**src/rtl/irq_agg_pkg.sv**
```systemverilog
package irq_agg_pkg;
   localparam int DATA_W = 32;

   function automatic logic [DATA_W-1:0] byte_flip(input logic [DATA_W-1:0] w);
      logic [DATA_W-1:0] r;
      for (int b = 0; b < DATA_W / 8; b++) begin
         r[b*8 +: 8] = w[(DATA_W/8 - 1 - b)*8 +: 8];
      end
      return r;
   endfunction
endpackage

```
**src/rtl/irq_line_sync.sv**
```systemverilog
module irq_line_sync #(
   parameter int W      = 32,
   parameter int STAGES = 2
) (
   input  logic         clk,
   input  logic         rst_n,
   input  logic [W-1:0] async_i,
   output logic [W-1:0] sync_o
);
   generate
      if (STAGES == 0) begin : g_bypass
         assign sync_o = async_i;
      end else begin : g_chain
         logic [W-1:0] stage_q [STAGES];
         always_ff @(posedge clk) begin
            if (!rst_n) begin
               for (int s = 0; s < STAGES; s++) stage_q[s] <= '0;
            end else begin
               stage_q[0] <= async_i;
               for (int s = 1; s < STAGES; s++) stage_q[s] <= stage_q[s-1];
            end
         end
         assign sync_o = stage_q[STAGES-1];
      end
   endgenerate
endmodule

```
**src/rtl/irq_event_core.sv**
```systemverilog
module irq_event_core #(
   parameter int          W          = 32,
   parameter logic [31:0] SRC_MAP    = 32'h1FFF_F3F7,
   parameter int          MODE_BIT   = 31,
   parameter int          CLRALL_BIT = 31,
   parameter int          GUARD_BIT  = 31
) (
   input  logic         clk,
   input  logic         rst_n,
   input  logic [W-1:0] lines_sync_i,
   input  logic         en_wr_i,
   input  logic         ack_wr_i,
   input  logic [W-1:0] wdata_st_i,
   output logic [W-1:0] events_o,
   output logic [W-1:0] enable_o,
   output logic [W-1:0] levels_o,
   output logic         mode_o,
   output logic         latch_o
);
   localparam logic [W-1:0] SRC_KEEP   = SRC_MAP[W-1:0];
   localparam logic [W-1:0] GUARD_MASK = ~(W'(1) << GUARD_BIT);

   logic [W-1:0] events_q, enable_q, levels_q;
   logic         latch_q;
   logic [W-1:0] lines_m, report, rise, ev_cap, ev_nxt, en_nxt;
   logic         clr_all, latch_nxt;

   assign lines_m = lines_sync_i & SRC_KEEP;
   assign report  = lines_m ^ levels_q;
   assign rise    = lines_m & ~levels_q;
   assign mode_o  = enable_q[MODE_BIT];

   generate
      for (genvar i = 0; i < W; i++) begin : g_cap
         always_comb begin
            if (!report[i])   ev_cap[i] = events_q[i];
            else if (mode_o)  ev_cap[i] = 1'b1;
            else              ev_cap[i] = rise[i];
         end
      end
   endgenerate

   assign clr_all = ack_wr_i && mode_o && wdata_st_i[CLRALL_BIT];

   always_comb begin
      if (clr_all)       ev_nxt = '0;
      else if (ack_wr_i) ev_nxt = ev_cap & ~(wdata_st_i & GUARD_MASK);
      else               ev_nxt = ev_cap;
      en_nxt = en_wr_i ? wdata_st_i : enable_q;
      if (|(ev_nxt & en_nxt)) latch_nxt = 1'b1;
      else if (ack_wr_i)      latch_nxt = 1'b0;
      else                    latch_nxt = latch_q;
   end

   always_ff @(posedge clk) begin
      if (!rst_n) begin
         events_q <= '0;
         enable_q <= '0;
         levels_q <= '0;
         latch_q  <= 1'b0;
      end else begin
         events_q <= ev_nxt;
         enable_q <= en_nxt;
         levels_q <= lines_m;
         latch_q  <= latch_nxt;
      end
   end

   assign events_o = events_q;
   assign enable_o = enable_q;
   assign levels_o = levels_q;
   assign latch_o  = latch_q;
endmodule

```
**src/rtl/irq_reg_port.sv**
```systemverilog
module irq_reg_port
   import irq_agg_pkg::*;
#(
   parameter int ADDR_W  = 8,
   parameter int OFF_EVT = 'h20,
   parameter int OFF_EN  = 'h24,
   parameter int OFF_ACK = 'h28,
   parameter int OFF_LVL = 'h2C
) (
   input  logic              clk,
   input  logic              rst_n,
   input  logic              valid_i,
   input  logic              write_i,
   input  logic [ADDR_W-1:0] addr_i,
   input  logic [DATA_W-1:0] wdata_i,
   input  logic [DATA_W-1:0] events_i,
   input  logic [DATA_W-1:0] enable_i,
   input  logic [DATA_W-1:0] levels_i,
   output logic              en_wr_o,
   output logic              ack_wr_o,
   output logic [DATA_W-1:0] wdata_st_o,
   output logic [DATA_W-1:0] rdata_o
);
   logic hit_evt, hit_en, hit_ack, hit_lvl, rd;
   logic [DATA_W-1:0] rd_sel, rdata_q;

   assign hit_evt = addr_i == ADDR_W'(OFF_EVT);
   assign hit_en  = addr_i == ADDR_W'(OFF_EN);
   assign hit_ack = addr_i == ADDR_W'(OFF_ACK);
   assign hit_lvl = addr_i == ADDR_W'(OFF_LVL);
   assign rd      = valid_i && !write_i;

   assign en_wr_o    = valid_i && write_i && hit_en;
   assign ack_wr_o   = valid_i && write_i && hit_ack;
   assign wdata_st_o = byte_flip(wdata_i);

   always_comb begin
      if (hit_evt)      rd_sel = events_i;
      else if (hit_en)  rd_sel = enable_i;
      else if (hit_lvl) rd_sel = levels_i;
      else              rd_sel = '0;
   end

   always_ff @(posedge clk) begin
      if (!rst_n)  rdata_q <= '0;
      else if (rd) rdata_q <= byte_flip(rd_sel);
   end

   assign rdata_o = rdata_q;
endmodule

```
**src/rtl/irq_aggregator.sv**
```systemverilog
module irq_aggregator
   import irq_agg_pkg::*;
#(
   parameter int          ADDR_W      = 8,
   parameter int          SYNC_STAGES = 2,
   parameter logic [31:0] SRC_MAP     = 32'h1FFF_F3F7,
   parameter int          OFF_EVT     = 'h20,
   parameter int          OFF_EN      = 'h24,
   parameter int          OFF_ACK     = 'h28,
   parameter int          OFF_LVL     = 'h2C
) (
   input  logic              clk,
   input  logic              rst_n,
   input  logic [31:0]       irq_lines_i,
   input  logic              bus_valid_i,
   input  logic              bus_write_i,
   input  logic [ADDR_W-1:0] bus_addr_i,
   input  logic [31:0]       bus_wdata_i,
   output logic [31:0]       bus_rdata_o,
   output logic              cpu_irq_o
);
   localparam int ADDR_SPAN = 1 << ADDR_W;

   generate
      if (SYNC_STAGES < 0 || SYNC_STAGES > 4) begin : g_bad_sync
         $error("irq_aggregator: SYNC_STAGES must be 0..4");
      end
      if (OFF_EVT >= ADDR_SPAN || OFF_EN >= ADDR_SPAN ||
          OFF_ACK >= ADDR_SPAN || OFF_LVL >= ADDR_SPAN) begin : g_bad_span
         $error("irq_aggregator: register offset outside address range");
      end
      if (OFF_EVT == OFF_EN || OFF_EVT == OFF_ACK || OFF_EVT == OFF_LVL ||
          OFF_EN == OFF_ACK || OFF_EN == OFF_LVL || OFF_ACK == OFF_LVL) begin : g_bad_off
         $error("irq_aggregator: register offsets collide");
      end
   endgenerate

   logic [DATA_W-1:0] lines_sync, events_q, enable_q, levels_q, wdata_st;
   logic              en_wr, ack_wr, mode, latch_q;

   irq_line_sync #(.W(DATA_W), .STAGES(SYNC_STAGES)) u_sync (
      .clk     (clk),
      .rst_n   (rst_n),
      .async_i (irq_lines_i),
      .sync_o  (lines_sync)
   );

   irq_reg_port #(
      .ADDR_W(ADDR_W), .OFF_EVT(OFF_EVT), .OFF_EN(OFF_EN),
      .OFF_ACK(OFF_ACK), .OFF_LVL(OFF_LVL)
   ) u_port (
      .clk        (clk),
      .rst_n      (rst_n),
      .valid_i    (bus_valid_i),
      .write_i    (bus_write_i),
      .addr_i     (bus_addr_i),
      .wdata_i    (bus_wdata_i),
      .events_i   (events_q),
      .enable_i   (enable_q),
      .levels_i   (levels_q),
      .en_wr_o    (en_wr),
      .ack_wr_o   (ack_wr),
      .wdata_st_o (wdata_st),
      .rdata_o    (bus_rdata_o)
   );

   irq_event_core #(.W(DATA_W), .SRC_MAP(SRC_MAP)) u_core (
      .clk          (clk),
      .rst_n        (rst_n),
      .lines_sync_i (lines_sync),
      .en_wr_i      (en_wr),
      .ack_wr_i     (ack_wr),
      .wdata_st_i   (wdata_st),
      .events_o     (events_q),
      .enable_o     (enable_q),
      .levels_o     (levels_q),
      .mode_o       (mode),
      .latch_o      (latch_q)
   );

   assign cpu_irq_o = latch_q;
endmodule

```
**config.mk**
```make
export PLATFORM = sky130hd
export DESIGN_NAME = irq_aggregator
export DESIGN_NICKNAME = d
export VERILOG_FILES = /design/src/rtl/irq_agg_pkg.sv /design/src/rtl/irq_line_sync.sv /design/src/rtl/irq_event_core.sv /design/src/rtl/irq_reg_port.sv /design/src/rtl/irq_aggregator.sv
export SDC_FILE = /design/constraint.sdc
export NUM_CORES = 1
export LEC_CHECK = 0
export BUFFER_PORTS_ARGS = -buffer_cell sky130_fd_sc_hd__buf_2
export CAP_MARGIN = 0
export CORE_MARGIN = 10
export CORE_UTILIZATION = 60
export CTS_BUF_LIST = sky130_fd_sc_hd__clkbuf_4
export CTS_CLUSTER_SIZE = 40
export DETAILED_ROUTE_END_ITERATION = 10
export GPL_TIMING_DRIVEN = 0
export HOLD_SLACK_MARGIN = 0.15
export PLACE_DENSITY_LB_ADDON = 0.3
export SYNTH_ARGS = -nofsm -noshare
export SYNTH_HDL_FRONTEND = slang
export SYNTH_HIERARCHICAL = 1
export SYNTH_SLANG_ARGS = --single-unit
```
**constraint.sdc**
```tcl
create_clock -name clk -period 3.3 [get_ports clk]
set_input_delay 0.33 -clock clk [delete_from_list [all_inputs] [get_ports clk]]
set_output_delay 0.33 -clock clk [all_outputs]
set_load 0.05 [all_outputs]
```
==> Implementation_results.wiki <==
{| class="wikitable"
! Metric !! Value
|-
| Half-perimeter wire length after placement || 14400 microns
|-
| Vias after detailed routing || 6011
|-
| Clock insertion delay at the later pin of the skew report || 590 ps
|-
| Peak clock frequency supported by timing || 322 MHz
|-
| Data arrival time of the critical path || 3580 ps
|-
| Buffers inserted during post-CTS setup optimization || 0
|-
| Critical path's slowest cell || sky130_fd_sc_hd__clkbuf_1
|-
| Fill count || 902
|-
| Root buffer cell || sky130_fd_sc_hd__clkbuf_4
|-
| Number of DRC markers in iteration 0 || 447
|-
| Number of clock sinks seen by CTS || 175
|-
| Count of cells along the worst register-to-register path || 9
|-
| Final #Nets || 990
|-
| Startpoint type of the worst setup path || input pin
|-
| Mean area per synthesized cell || 10.4 sq um
|-
| Clock Skew || 19.5 ps
|-
| Fraction of layout cells with a size suffix above 1 || 31.4%
|-
| Number of buffers on the longest clock path || 2
|-
| Count of cell instances traversed by the critical path || 11
|-
| Total Power Consumption || 3.77 mW
|-
| GRT Total Usage || 23.2%
|-
| Final number of setup-violating endpoints || 0
|-
| Cell occurring most often along the worst timing path || sky130_fd_sc_hd__buf_2
|-
| Number of global-route vias before repair || 6251
|-
| Layout Cells excl Fill || 1074
|-
| Top Family by Delay on Critical Path || simple AND/OR/NAND/NOR gates
|-
| Total number of placement rows || 41
|-
| Final weighted congestion in routability-driven placement || 0.866
|-
| Hold Crit Depth || 2
|-
| First-pass GRT wire length || 32500 microns
|-
| Count of maximum capacitance violations || 0
|-
| DRT antenna net count || 0
|-
| Post-layout worst setup margin || 195 ps
|-
| Die X-Extent || 133 microns
|-
| Worst-Margin Slew || 1020 ps
|-
| CTS buffer count || 17
|-
| Inst Count DP || 982
|-
| Ports placed on the boundary || 109
|-
| CP Buf/Inv Count || 5
|-
| Class of the tightest hold or removal check || in2reg
|-
| Total Die Area || 17700 sq um
|-
| Largest net degree at the start of global routing || 17
|-
| Routed length per placed instance || 19.3 microns
|-
| Remaining routing DRC violations || 0
|-
| Setup Slack @ Placement || -565 ps
|-
| Post-Place Cell Area || 8230 sq um
|-
| Peak fanout along the critical path || 10
|-
| Final-layout setup total negative slack || 0 ps
|-
| Multi-input gate area in the final layout || 3280 sq um
|-
| Type of the worst setup path || in2reg
|-
| Total core area || 12600 sq um
|-
| Minimum clock period after layout || 3110 ps
|-
| Clock tree from TritonCTS || built
|-
| Detailed-router iteration count before antenna repair || 5
|-
| PortBufs || 69
|-
| Capturing element type of the critical path || flop
|-
| Number of slew-limit violations in the final report || 0
|-
| Number of standard cells after synthesis || 735
|-
| Cell chain of the critical path || buf_2 -> nor4b_1 -> nand3_1 -> nor4_2 -> buf_4 -> clkbuf_1 -> nand2_1 -> nand2_1 -> buf_2 -> buf_2 -> nor2_1
|-
| Number of hold violations in the final report || 0
|-
| Growth of design area from synthesis to finish || 19.0%
|-
| Overflow left after global routing || 0
|-
| Yosys warning total || 6
|-
| Worst slew slack as a fraction of its limit || 30.2%
|-
| Flip-flop and latch area || 3500 sq um
|-
| Number of H-tree branching levels || 4
|-
| RSZ-0062 raised after global routing || no
|-
| Peak supply drop || 0.275 mV
|-
| Number of antenna violations at the first check in global routing || 1
|-
| Outcome || finished clean
|-
| Cell area after layout || 9100 sq um
|-
| Netlist Area Pre-Place || 7650 sq um
|-
| Vert. Die Dim || 133 microns
|-
| Leakage || 3.71 nW
|-
| Clk slew on worst S/H paths || 130 ps
|-
| Period utilisation layout || 94.1%
|-
| Starting density of the core || 60.8%
|-
| Post-detailed-route via-to-cell ratio || 5.60
|-
| Power per standard cell area || 415 nW/um^2
|-
| Critical path's largest stage delay || 460 ps
|-
| Required time of the critical path || 3780 ps
|-
| Drt total wl || 20800 microns
|}
## area by class of cell
type,count,share of cell area (%)
flip-flops and latches,175,38.5
multi-input cells,414,36.1
repair buffers,129,10.3
plain buffers,110,8.03
well taps,172,2.36
inverters,41,1.69
clock buffers,20,1.65
clock inverters,12,1.32
diodes,1,0.0275
## metrics by stage
stage	hold WS [ps]	util [%]
after global placement	427	65.4
final	199	72.4
after CTS	170	72.3
after detailed placement	431	65.5
after global routing	164	72.4
after floorplan	426	-
## final timing paths
path                                 start                            end  slack (ps)
min reg2reg  u_sync/g_chain.stage_q[0][22]  u_sync/g_chain.stage_q[0][54]         460
min                                  rst_n   u_sync/g_chain.stage_q[0][0]         200
max                          bus_addr_i[0]            u_core/events_o[22]         190
max reg2reg            u_core/enable_o[31]                 u_core/latch_o         650
## registers in the layout, indices dropped and copies added (netlist names)
name and count:
u_core/levels_o 26, u_port/rdata_o 32, u_core/events_o 32, u_core/enable_o 32, u_core/latch_o 1, u_sync/g_chain.stage_q 52
## placed cells by master, fill, tap and decap left out, types with 2 or more instances in the layout
master                          count
sky130_fd_sc_hd__inv_1             41
sky130_fd_sc_hd__buf_4             69
sky130_fd_sc_hd__dfxtp_1          175
sky130_fd_sc_hd__a22oi_1           32
sky130_fd_sc_hd__a221o_2            4
sky130_fd_sc_hd__nor4_1             4
sky130_fd_sc_hd__nor2_1            16
sky130_fd_sc_hd__clkbuf_4          20
sky130_fd_sc_hd__and2_2            52
sky130_fd_sc_hd__clkbuf_1          19
sky130_fd_sc_hd__nor2b_1           46
sky130_fd_sc_hd__dlygate4sd3_1     59
sky130_fd_sc_hd__ha_1              26
sky130_fd_sc_hd__a21boi_0           3
sky130_fd_sc_hd__mux2_2            33
sky130_fd_sc_hd__buf_6              5
sky130_fd_sc_hd__a221o_1            8
sky130_fd_sc_hd__conb_1             6
sky130_fd_sc_hd__o2bb2ai_1         32
sky130_fd_sc_hd__o21ai_0            7
sky130_fd_sc_hd__nand2_1            3
sky130_fd_sc_hd__nor3_2             2
sky130_fd_sc_hd__bufinv_16          2
sky130_fd_sc_hd__o32ai_1            3
sky130_fd_sc_hd__nor4b_1            2
sky130_fd_sc_hd__nand2b_1           3
sky130_fd_sc_hd__clkinv_1           3
sky130_fd_sc_hd__clkinv_2           2
sky130_fd_sc_hd__a2111oi_0         28
sky130_fd_sc_hd__clkinvlp_4         4
sky130_fd_sc_hd__nor3_1            24
sky130_fd_sc_hd__mux2i_1           28
sky130_fd_sc_hd__clkbuf_2           6
sky130_fd_sc_hd__o22ai_1            7
sky130_fd_sc_hd__and2_1            28
sky130_fd_sc_hd__and3_1             5
sky130_fd_sc_hd__buf_2             81
## power by group
part	total (mW)	switching [mW]	leakage [nW]	internal, mW
sequential	2.20	0.0244	1.43	2.17
combinational	0.399	0.187	2.14	0.212
clock	1.18	0.712	0.138	0.464
total	3.77	0.923	3.71	2.85
## layer usage
metal  global-route usage (%)  routed length, microns
met5                        0                       0
met4                     11.8                     660
met3                     5.45                    1430
met2                     38.3                   10000
met1                     27.7                    8690
## timing repair
action | CTS | global route
resized for setup | 0 | 1
hold endpoints to repair | 91 | 0
hold buffers | 59 | 0
setup endpoints to repair | 0 | 10
Power figures use the tool's default switching activity.
